File: config.mk
export PLATFORM = sky130hd
export DESIGN_NAME = ptw_top
export DESIGN_NICKNAME = d
export VERILOG_FILES = /design/src/rtl/ptw_pkg.sv /design/src/rtl/ptw_perm.sv /design/src/rtl/ptw_dcache.sv /design/src/rtl/ptw_top.sv
export SDC_FILE = /design/constraint.sdc
export NUM_CORES = 1
export LEC_CHECK = 0
export ABC_AREA = 1
export ABC_CLOCK_PERIOD_IN_PS = 14000
export CAP_MARGIN = 0
export CORE_MARGIN = 3
export CORE_UTILIZATION = 30
export DETAILED_ROUTE_END_ITERATION = 6
export PLACE_DENSITY = 0.47
export SLEW_MARGIN = 20
export SYNTH_ARGS = -nofsm -noshare
export SYNTH_HDL_FRONTEND = slang
export SYNTH_SLANG_ARGS = --single-unit
File: constraint.sdc
create_clock -name clk -period 14 [get_ports clk]
set_input_delay 2.8 -clock clk [delete_from_list [all_inputs] [get_ports clk]]
set_output_delay 2.8 -clock clk [all_outputs]
set_load 0.02 [all_outputs]
File: src/rtl/ptw_pkg.sv
package ptw_pkg;
    localparam int ADDR_W  = 32;
    localparam int PFN_W   = 20;
    localparam int IDX_W   = 10;
    localparam int OFF_W   = 12;

    localparam int BIT_PRES  = 0;
    localparam int BIT_WR    = 1;
    localparam int BIT_USER  = 2;
    localparam int BIT_ACC   = 5;
    localparam int BIT_DIRTY = 6;

    typedef enum logic [2:0] {
        ST_IDLE,
        ST_DIR_RD,
        ST_DIR_WB,
        ST_TBL_RD,
        ST_TBL_WB
    } walk_state_e;

    typedef enum logic [1:0] {
        FC_DIR_ABSENT = 2'b00,
        FC_TBL_ABSENT = 2'b01,
        FC_DIR_PROT   = 2'b10,
        FC_TBL_PROT   = 2'b11
    } fault_code_e;

    typedef struct packed {
        logic [ADDR_W-1:0] lin;
        logic              wr;
        logic              usr;
    } walk_req_t;

    function automatic logic [ADDR_W-1:0] dir_entry_addr(
        input logic [PFN_W-1:0] base, input logic [ADDR_W-1:0] lin);
        return {base, lin[ADDR_W-1:ADDR_W-IDX_W], 2'b00};
    endfunction

    function automatic logic [ADDR_W-1:0] tbl_entry_addr(
        input logic [ADDR_W-1:0] dent, input logic [ADDR_W-1:0] lin);
        return {dent[ADDR_W-1:OFF_W], lin[OFF_W+IDX_W-1:OFF_W], 2'b00};
    endfunction
endpackage

File: src/rtl/ptw_perm.sv
module ptw_perm (
    input  logic [2:0] attr,
    input  logic       wr,
    input  logic       usr,
    output logic       absent,
    output logic       denied
);
    import ptw_pkg::*;

    assign absent = !attr[BIT_PRES];
    assign denied = (usr && !attr[BIT_USER]) || (wr && !attr[BIT_WR]);
endmodule

File: src/rtl/ptw_dcache.sv
module ptw_dcache #(
    parameter int WAYS   = 2,
    parameter int TAG_W  = 10,
    parameter int DATA_W = 32
) (
    input  logic              clk,
    input  logic              rst,
    input  logic              flush,
    input  logic [TAG_W-1:0]  lk_tag,
    input  logic              touch_en,
    input  logic              fill_en,
    input  logic [TAG_W-1:0]  fill_tag,
    input  logic [DATA_W-1:0] fill_data,
    output logic              hit,
    output logic [DATA_W-1:0] hit_data
);
    localparam int AGE_W = (WAYS > 1) ? $clog2(WAYS) : 1;

    logic [WAYS-1:0]   vld_q;
    logic [WAYS-1:0]   hit_vec;
    logic [TAG_W-1:0]  tag_q [WAYS];
    logic [DATA_W-1:0] dat_q [WAYS];
    logic [AGE_W-1:0]  age_q [WAYS];
    logic [AGE_W-1:0]  hit_idx;
    logic [AGE_W-1:0]  vic_idx;
    logic [AGE_W-1:0]  upd_idx;
    logic              upd_en;

    genvar g;
    generate
        for (g = 0; g < WAYS; g++) begin : g_way
            assign hit_vec[g] = vld_q[g] && (tag_q[g] == lk_tag);
        end
    endgenerate

    always_comb begin
        hit      = |hit_vec;
        hit_data = '0;
        hit_idx  = '0;
        for (int i = 0; i < WAYS; i++) begin
            if (hit_vec[i]) begin
                hit_data = dat_q[i];
                hit_idx  = AGE_W'(i);
            end
        end
    end

    // Oldest way is the victim unless an invalid way exists (lowest first).
    always_comb begin
        vic_idx = '0;
        for (int i = 0; i < WAYS; i++) begin
            if (age_q[i] == AGE_W'(WAYS - 1)) vic_idx = AGE_W'(i);
        end
        for (int i = WAYS - 1; i >= 0; i--) begin
            if (!vld_q[i]) vic_idx = AGE_W'(i);
        end
    end

    assign upd_en  = fill_en || (touch_en && hit);
    assign upd_idx = fill_en ? vic_idx : hit_idx;

    always_ff @(posedge clk) begin
        if (rst) begin
            vld_q <= '0;
            for (int i = 0; i < WAYS; i++) begin
                age_q[i] <= AGE_W'(i);
                tag_q[i] <= '0;
                dat_q[i] <= '0;
            end
        end else if (flush) begin
            vld_q <= '0;
        end else if (upd_en) begin
            for (int i = 0; i < WAYS; i++) begin
                if (AGE_W'(i) == upd_idx) age_q[i] <= '0;
                else if (age_q[i] < age_q[upd_idx]) age_q[i] <= age_q[i] + 1'b1;
            end
            if (fill_en) begin
                vld_q[upd_idx] <= 1'b1;
                tag_q[upd_idx] <= fill_tag;
                dat_q[upd_idx] <= fill_data;
            end
        end
    end
endmodule

File: src/rtl/ptw_top.sv
module ptw_top #(
    parameter int DC_WAYS = 2
) (
    input  logic        clk,
    input  logic        rst,
    input  logic        req_valid,
    input  logic [31:0] req_lin,
    input  logic        req_write,
    input  logic        req_user,
    input  logic [19:0] dir_base,
    input  logic        dcache_en,
    output logic        busy,
    output logic        mem_req,
    output logic        mem_we,
    output logic [31:0] mem_addr,
    output logic [31:0] mem_wdata,
    input  logic [31:0] mem_rdata,
    input  logic        mem_ack,
    output logic        resp_done,
    output logic        resp_fault,
    output logic [1:0]  resp_cause,
    output logic [31:0] resp_paddr
);
    import ptw_pkg::*;

    localparam logic [ADDR_W-1:0] ACC_MASK   = ADDR_W'(1) << BIT_ACC;
    localparam logic [ADDR_W-1:0] DIRTY_MASK = ADDR_W'(1) << BIT_DIRTY;

    walk_state_e       st_q;
    walk_req_t         rq_q;
    logic [PFN_W-1:0]  base_q;
    logic [ADDR_W-1:0] pde_q;
    logic [ADDR_W-1:0] pte_q;
    logic [ADDR_W-1:0] pte_next;
    logic [ADDR_W-1:0] dir_src;

    logic dc_flush, dc_hit, dc_use, dc_touch, dc_fill;
    logic [ADDR_W-1:0] dc_data, dc_fill_data;
    logic dir_absent, dir_denied, tbl_absent, tbl_denied;
    logic chk_wr, chk_usr;

    // Cache contents are dropped whenever the cache is off or the base moves.
    assign dc_flush = !dcache_en || (dir_base != base_q);
    assign dc_use   = dc_hit && !dc_flush;
    assign dc_touch = (st_q == ST_IDLE) && req_valid;

    assign dc_fill  = dcache_en && !dc_flush && mem_ack &&
                      (((st_q == ST_DIR_RD) && !dir_absent && !dir_denied &&
                        mem_rdata[BIT_ACC]) || (st_q == ST_DIR_WB));
    assign dc_fill_data = (st_q == ST_DIR_RD) ? mem_rdata : pde_q;

    ptw_dcache #(
        .WAYS   (DC_WAYS),
        .TAG_W  (IDX_W),
        .DATA_W (ADDR_W)
    ) i_dcache (
        .clk       (clk),
        .rst       (rst),
        .flush     (dc_flush),
        .lk_tag    (req_lin[ADDR_W-1:ADDR_W-IDX_W]),
        .touch_en  (dc_touch),
        .fill_en   (dc_fill),
        .fill_tag  (rq_q.lin[ADDR_W-1:ADDR_W-IDX_W]),
        .fill_data (dc_fill_data),
        .hit       (dc_hit),
        .hit_data  (dc_data)
    );

    // Directory check sees the cached entry at accept time, memory data later.
    assign dir_src = (st_q == ST_IDLE) ? dc_data : mem_rdata;
    assign chk_wr  = (st_q == ST_IDLE) ? req_write : rq_q.wr;
    assign chk_usr = (st_q == ST_IDLE) ? req_user  : rq_q.usr;

    ptw_perm i_dir_perm (
        .attr   (dir_src[2:0]),
        .wr     (chk_wr),
        .usr    (chk_usr),
        .absent (dir_absent),
        .denied (dir_denied)
    );

    ptw_perm i_tbl_perm (
        .attr   (mem_rdata[2:0]),
        .wr     (rq_q.wr),
        .usr    (rq_q.usr),
        .absent (tbl_absent),
        .denied (tbl_denied)
    );

    assign pte_next = mem_rdata | ACC_MASK | (rq_q.wr ? DIRTY_MASK : '0);

    assign busy      = (st_q != ST_IDLE);
    assign mem_req   = (st_q != ST_IDLE);
    assign mem_we    = (st_q == ST_DIR_WB) || (st_q == ST_TBL_WB);
    assign mem_addr  = ((st_q == ST_DIR_RD) || (st_q == ST_DIR_WB))
                       ? dir_entry_addr(dir_base, rq_q.lin)
                       : tbl_entry_addr(pde_q, rq_q.lin);
    assign mem_wdata = (st_q == ST_DIR_WB) ? pde_q : pte_q;

    always_ff @(posedge clk) begin
        if (rst) begin
            st_q       <= ST_IDLE;
            rq_q       <= '0;
            base_q     <= '0;
            pde_q      <= '0;
            pte_q      <= '0;
            resp_done  <= 1'b0;
            resp_fault <= 1'b0;
            resp_cause <= '0;
            resp_paddr <= '0;
        end else begin
            base_q     <= dir_base;
            resp_done  <= 1'b0;
            resp_fault <= 1'b0;
            unique case (st_q)
                ST_IDLE: begin
                    if (req_valid) begin
                        rq_q <= '{lin: req_lin, wr: req_write, usr: req_user};
                        if (dc_use) begin
                            pde_q <= dc_data;
                            if (dir_denied) begin
                                resp_fault <= 1'b1;
                                resp_cause <= FC_DIR_PROT;
                            end else begin
                                st_q <= ST_TBL_RD;
                            end
                        end else begin
                            st_q <= ST_DIR_RD;
                        end
                    end
                end
                ST_DIR_RD: begin
                    if (mem_ack) begin
                        if (dir_absent || dir_denied) begin
                            st_q       <= ST_IDLE;
                            resp_fault <= 1'b1;
                            resp_cause <= dir_absent ? FC_DIR_ABSENT : FC_DIR_PROT;
                        end else begin
                            pde_q <= mem_rdata | ACC_MASK;
                            st_q  <= mem_rdata[BIT_ACC] ? ST_TBL_RD : ST_DIR_WB;
                        end
                    end
                end
                ST_DIR_WB: begin
                    if (mem_ack) st_q <= ST_TBL_RD;
                end
                ST_TBL_RD: begin
                    if (mem_ack) begin
                        if (tbl_absent || tbl_denied) begin
                            st_q       <= ST_IDLE;
                            resp_fault <= 1'b1;
                            resp_cause <= tbl_absent ? FC_TBL_ABSENT : FC_TBL_PROT;
                        end else begin
                            pte_q <= pte_next;
                            if (pte_next != mem_rdata) begin
                                st_q <= ST_TBL_WB;
                            end else begin
                                st_q       <= ST_IDLE;
                                resp_done  <= 1'b1;
                                resp_paddr <= {mem_rdata[ADDR_W-1:OFF_W], rq_q.lin[OFF_W-1:0]};
                            end
                        end
                    end
                end
                ST_TBL_WB: begin
                    if (mem_ack) begin
                        st_q       <= ST_IDLE;
                        resp_done  <= 1'b1;
                        resp_paddr <= {pte_q[ADDR_W-1:OFF_W], rq_q.lin[OFF_W-1:0]};
                    end
                end
                default: st_q <= ST_IDLE;
            endcase
        end
    end
endmodule

==> results.cfg, run 1 <==
[clocking]
cts_inserted_buffers = 30
holdBufCountCts = 0
clkSinkCount = 245
cts.clk_slew.worst_paths_ps = 60
cts_buffer_depth = 3
cts_tree = done
clk-insertion-delay-late_ps = 550
ctsResizeCount = 0
cts_setup_buffers = 0
htreeDepth = 1
root_buffer = clkbuf_16

[synthesis]
netlist_area_um2 = 11400
synth.ff_latch_count = 245
synth_area_leaders = dfxtp_1 28%, edfxtp_1 23%, nand2_1 8.6%, o21ai_0 8.3%, nor2_1 7.9%
ys.flop_type = dfxtp_1
synthDistinctLibCells = 45
synth.most_common_cell = nand2_1
yosysTopAreaCell = dfxtp_1
synth_edf_count = 86
async_flop_share = 0
synthCells = 1448
yosys-top-cells-count = 262 x nand2_1, 240 x nor2_1, 188 x o21ai_0, 160 x inv_1, 159 x dfxtp_1
synth_top_cell_area_share = 0.279
yosys_warnings = 0
synth_area_per_cell_um2 = 7.87
ys_seq_area_frac = 0.506

[floorplan]
die-area_um2 = 40400
start_util = 0.308
core_um2 = 37000
die_h_um = 201
core.rowCount = 70
ios = 194
die_w_um = 201

[sta]
setup_viol_count_final = 0
max_freq_mhz = 140
worstMarginPinSlew_ps = 857
clock-skew-final_ps = 8.07
fin_crit_ps = 7120
slew_viol_final = 0
timing.setup.tns_ps = 0
hold_slack_ps = 448
slew_headroom = 0.427
final_hold_viol_count = 0
post-route-period-util = 0.508
rsz0062_at_grt = false
setup_ws_ps = 6880

[worst_setup_path]
cp.arrival_ps = 4320
criticalPathCategory = in2out
cp.required_ps = 11200
r2r_slack_ps = 10390
critical_path.max_fanout = 4
end_kind = primary output
cp-start-kind = input pin

[detailed_routing]
vias_per_cell = 4.68
drc = 0
drt_wl_total_um = 36400
avgRoutedWirePerCell_um = 17.2
ant_nets = 0
drt-pass1-iter-count = 7
drt-initial-drc-count = 563
vias = 9926

[grt]
grt_pass1_wl_um = 57100
grt_max_degree = 87
grt_pass1_vias = 9484
grt_usage = 0.176
antenna_found_initial = 1
grt.overflow.total = 0

[pwr]
ir_drop_mv = 0.0828
p_leak_nw = 5.59
cellPowerDensity_nw_per_um2 = 130

[place]
portBuffers = 191
placed_cells = 2065
hpwl_um = 23500
place_congestion = 0.794
place_ws_ps = 6910

[worst_hold_path]
hold_path_class = reg2reg

[layout]
n_antenna_cell = 0
final_util = 0.396
drive_gt1_frac = 0.0686
nets = 1684
stdcell_count = 2121
synthToLayoutAreaGrowth_pct = 28.5

[outcome]
outcome = complete, no violations

[job]
drv_cap = 0
## worst max-delay path: stages
cell and delay [ps]:
clkdlybuf4s50_1 540, nand2_1 160, o21ai_0 150, clkdlybuf4s50_1 660
## routing by layer
metal  track usage  routed length [µm]  share of wire  vias to the layer above
li1              -                   -              -                     5052
met1         0.259               17900           0.49                     4616
met2         0.280               16300           0.45                      223
met3        0.0232                1600          0.044                       35
met4        0.0324                 590          0.016                        0
met5             0                   0              0                        -
## cell families after synthesis
group,share of synthesized area
xor+xnor,0.00768
flops,0.506
compound gates,0.180
simple gates,0.208
other cells,0.000329
buf+inv,0.0987
## layout by cell type, fill, tap and decap left out, types with 20 or more instances in the layout
master,Yosys,final
a21oi_1,81,81
o2111ai_1,23,23
nor2_1,240,238
a31oi_1,20,20
dfxtp_1,159,159
clkbuf_16,0,32
nand2_1,262,259
clkdlybuf4s50_1,0,190
a22oi_1,20,20
o21ai_0,188,187
edfxtp_1,86,86
inv_1,160,159
nand3_1,22,21
## power by group
| group | switching [mW] | internal, mW |
|---|---|---|
| registers | 0.0170 | 0.774 |
| logic | 0.210 | 0.113 |
| clock network | 0.306 | 0.481 |
| total | 0.532 | 1.37 |
## flip-flops by register name, indices dropped and copies added, names as in the netlist
| name | flops |
|---|---|
| i_dcache.tag_q | 20 |
| i_dcache.vld_q | 2 |
| rq_q | 34 |
| resp_cause | 2 |
| resp_paddr | 32 |
| pte_q | 32 |
| resp_done | 1 |
| pde_q | 32 |
| st_q | 3 |
| base_q | 20 |
| resp_fault | 1 |
| i_dcache.dat_q | 64 |
| i_dcache.age_q | 2 |
## stage by stage
step	power, mW	cell area (µm²)
after floorplan	1.00	11400
after global placement	1.13	13600
after detailed placement	1.13	13600
after CTS	1.93	14600
after global routing	1.99	14700
final	1.90	14700
## path summary, 6_finish.rpt
path | from | end | cells past startpoint
min reg2reg | rq_q[21]$_SDFFE_PP0P_ | rq_q[21]$_SDFFE_PP0P_ | 2
max reg2reg | st_q[1]$_SDFFE_PP0P_ | i_dcache.tag_q[1][7]$_SDFFCE_PN0P_ | 12
max | dir_base[1] | mem_addr[13] | 4
min | rq_q[21]$_SDFFE_PP0P_ | rq_q[21]$_SDFFE_PP0P_ | 2
## layout make-up
cell class              count  area (µm²)
clock buffers              50         958
clock inverters             6        57.6
flip-flops and latches    245        5770
multi-input cells         938        4570
repair buffers            206        2020
inverters                 172         648
fillers                  3820       22400
well taps                 504         631
Note: power is estimated with default switching activity, not from simulation.
==> inputs of run 2 (changes only) <==
Settings changed: ABC_CLOCK_PERIOD_IN_PS 14000 to 6700.
Clock period 14 ns to 6.7 ns, I/O delays scaled along.
==> run 2 against run 1 <==
Non-clock buffer count is 3 lower. Critical path depth rose by 3. Die area did not move.
==> results.cfg, run 2 (same netlist as run 1, synthesis figures left out) <==
[outcome]
outcome = complete, no violations

[clocking]
clkSinkCount = 245
clk-insertion-delay-late_ps = 560
cts_tree = done
cts_setup_buffers = 0
ctsResizeCount = 0
htreeDepth = 1
cts_buffer_depth = 3
cts.clk_slew.worst_paths_ps = 60
root_buffer = clkbuf_16
cts_inserted_buffers = 30
holdBufCountCts = 0

[pwr]
ir_drop_mv = 0.227
power_frac_clock = 0.403
pwr-share-comb = 0.173
power_frac_seq = 0.424
swShare = 0.284
switchingPower_mw = 1.11
cellPowerDensity_nw_per_um2 = 267
intPower_mw = 2.79
p_leak_nw = 5.55

[worst_setup_path]
reg2regPathDepth = 12
r2r_slack_ps = 3240
path_cells = nor2_1 > inv_1 > nor2_4 > inv_1 > nand2_2 > o21ai_0 > clkdlybuf4s50_1
end_kind = primary output
crit_buf_inv = 3
cp-start-kind = flop
crit_slowest_cell = clkdlybuf4s50_1
cp.arrival_ps = 3660
cp_top_family = buffers and inverters
cp.depth = 7
cp.required_ps = 5360
r2r_end = i_dcache.dat_q[1][4]$_SDFFCE_PN0P_
r2r-start = st_q[1]$_SDFFE_PP0P_
crit_path_max_incr_delay_ps = 720
critical_path.max_fanout = 41
endpoint = mem_addr[11]
crit_top_cell = inv_1
criticalPathCategory = reg2out
crit_path_start = st_q[1]$_SDFFE_PP0P_

[detailed_routing]
drt_wl_total_um = 36100
ant_nets = 0
vias_per_cell = 4.71
drt-pass1-iter-count = 5
drt-initial-drc-count = 558
avgRoutedWirePerCell_um = 17.1
vias = 9968
drc = 0

[layout]
drive_gt1_frac = 0.0675
n_antenna_cell = 0
nets = 1681
synthToLayoutAreaGrowth_pct = 27.8
layout_commonest_cell = nand2_1
largest_reg_flops = 64
top_register = i_dcache.dat_q
layout_common_cells = 259 x nand2_1, 238 x nor2_1, 190 x clkdlybuf4s50_1
stdcell_count = 2118
largestRegisters = i_dcache.dat_q: 64 flops, rq_q: 34 flops

[grt]
grt_pass1_wl_um = 56600
grt_max_degree = 87
grt_usage = 0.175
grt.overflow.total = 0
grt_pass1_vias = 9663
antenna_found_initial = 1

[job]
drv_cap = 0

[floorplan]
die-area_um2 = 40400
die_w_um = 201
ios = 194
core.rowCount = 70
die_h_um = 201
start_util = 0.308
core_um2 = 37000

[sta]
final_hold_viol_count = 0
fin_crit_ps = 5000
worstMarginPinSlew_ps = 971
setup_viol_count_final = 0
slew_headroom = 0.351
post-route-period-util = 0.746
slew_viol_final = 0
setup_ws_ps = 1700
max_freq_mhz = 200
rsz0062_at_grt = false
hold_slack_ps = 447
timing.setup.tns_ps = 0
clock-skew-final_ps = 13.2

[worst_hold_path]
worstHoldStart = rq_q[21]$_SDFFE_PP0P_
hold_path_class = reg2reg

[place]
place_congestion = 0.783
placed_cells = 2062
hpwl_um = 23700
portBuffers = 191
place_ws_ps = 1920
==> run 2: how the worst min path moves through the flow <==
stage	end	slack [ps]	cells past startpoint
2_1_floorplan	rq_q[14]$_SDFFE_PP0P_	420	2
3_3_place_gp	rq_q[22]$_SDFFE_PP0P_	440	2
3_5_place_dp	rq_q[17]$_SDFFE_PP0P_	440	2
4_1_cts	rq_q[14]$_SDFFE_PP0P_	450	2
5_1_grt	rq_q[19]$_SDFFE_PP0P_	460	2
6_report	rq_q[21]$_SDFFE_PP0P_	450	2
==> run 2: routing by layer <==
metal / track usage / vias to the layer above / wire (µm)
met5: 0 / - / 13
met4: 0.0457 / 2 / 880
met3: 0.0293 / 48 / 1630
met2: 0.281 / 236 / 16200
met1: 0.244 / 4637 / 17400
li1: - / 5045 / -
==> run 2: through the flow <==
step | total power [mW] | utilization | cell area, µm²
after global placement | 2.37 | 0.367 | 13600
after CTS | 3.96 | 0.393 | 14600
after global routing | 4.09 | 0.393 | 14600
after floorplan | 2.10 | - | 11400
after detailed placement | 2.37 | 0.367 | 13600
final | 3.90 | 0.393 | 14600
==> run 2: worst reg2reg max path: cells and delay by family, from the launching register on <==
family          cells  cell delay [ps]
flops               1              350
compound gates      2              720
buf+inv             4              850
simple gates        6             1170
==> run 2: power groups by stage <==
stage	Sequential, mW	Clock [mW]	Combinational [mW]
final	1.65	1.57	0.674
after global routing	1.66	1.68	0.754
after CTS	1.65	1.62	0.687
after detailed placement	1.68	0	0.685
after global placement	1.68	0	0.682
after floorplan	1.68	0	0.417
==> run 2: cell type report <==
class / count / area, µm²
Tap cell: 504 / 631
Clock buffer: 49 / 923
Fill cell: 3862 / 22500
Inverter: 172 / 648
Clock inverter: 7 / 42.5
Timing Repair Buffer: 203 / 2000
Sequential cell: 245 / 5770
Multi-Input combinational cell: 938 / 4570
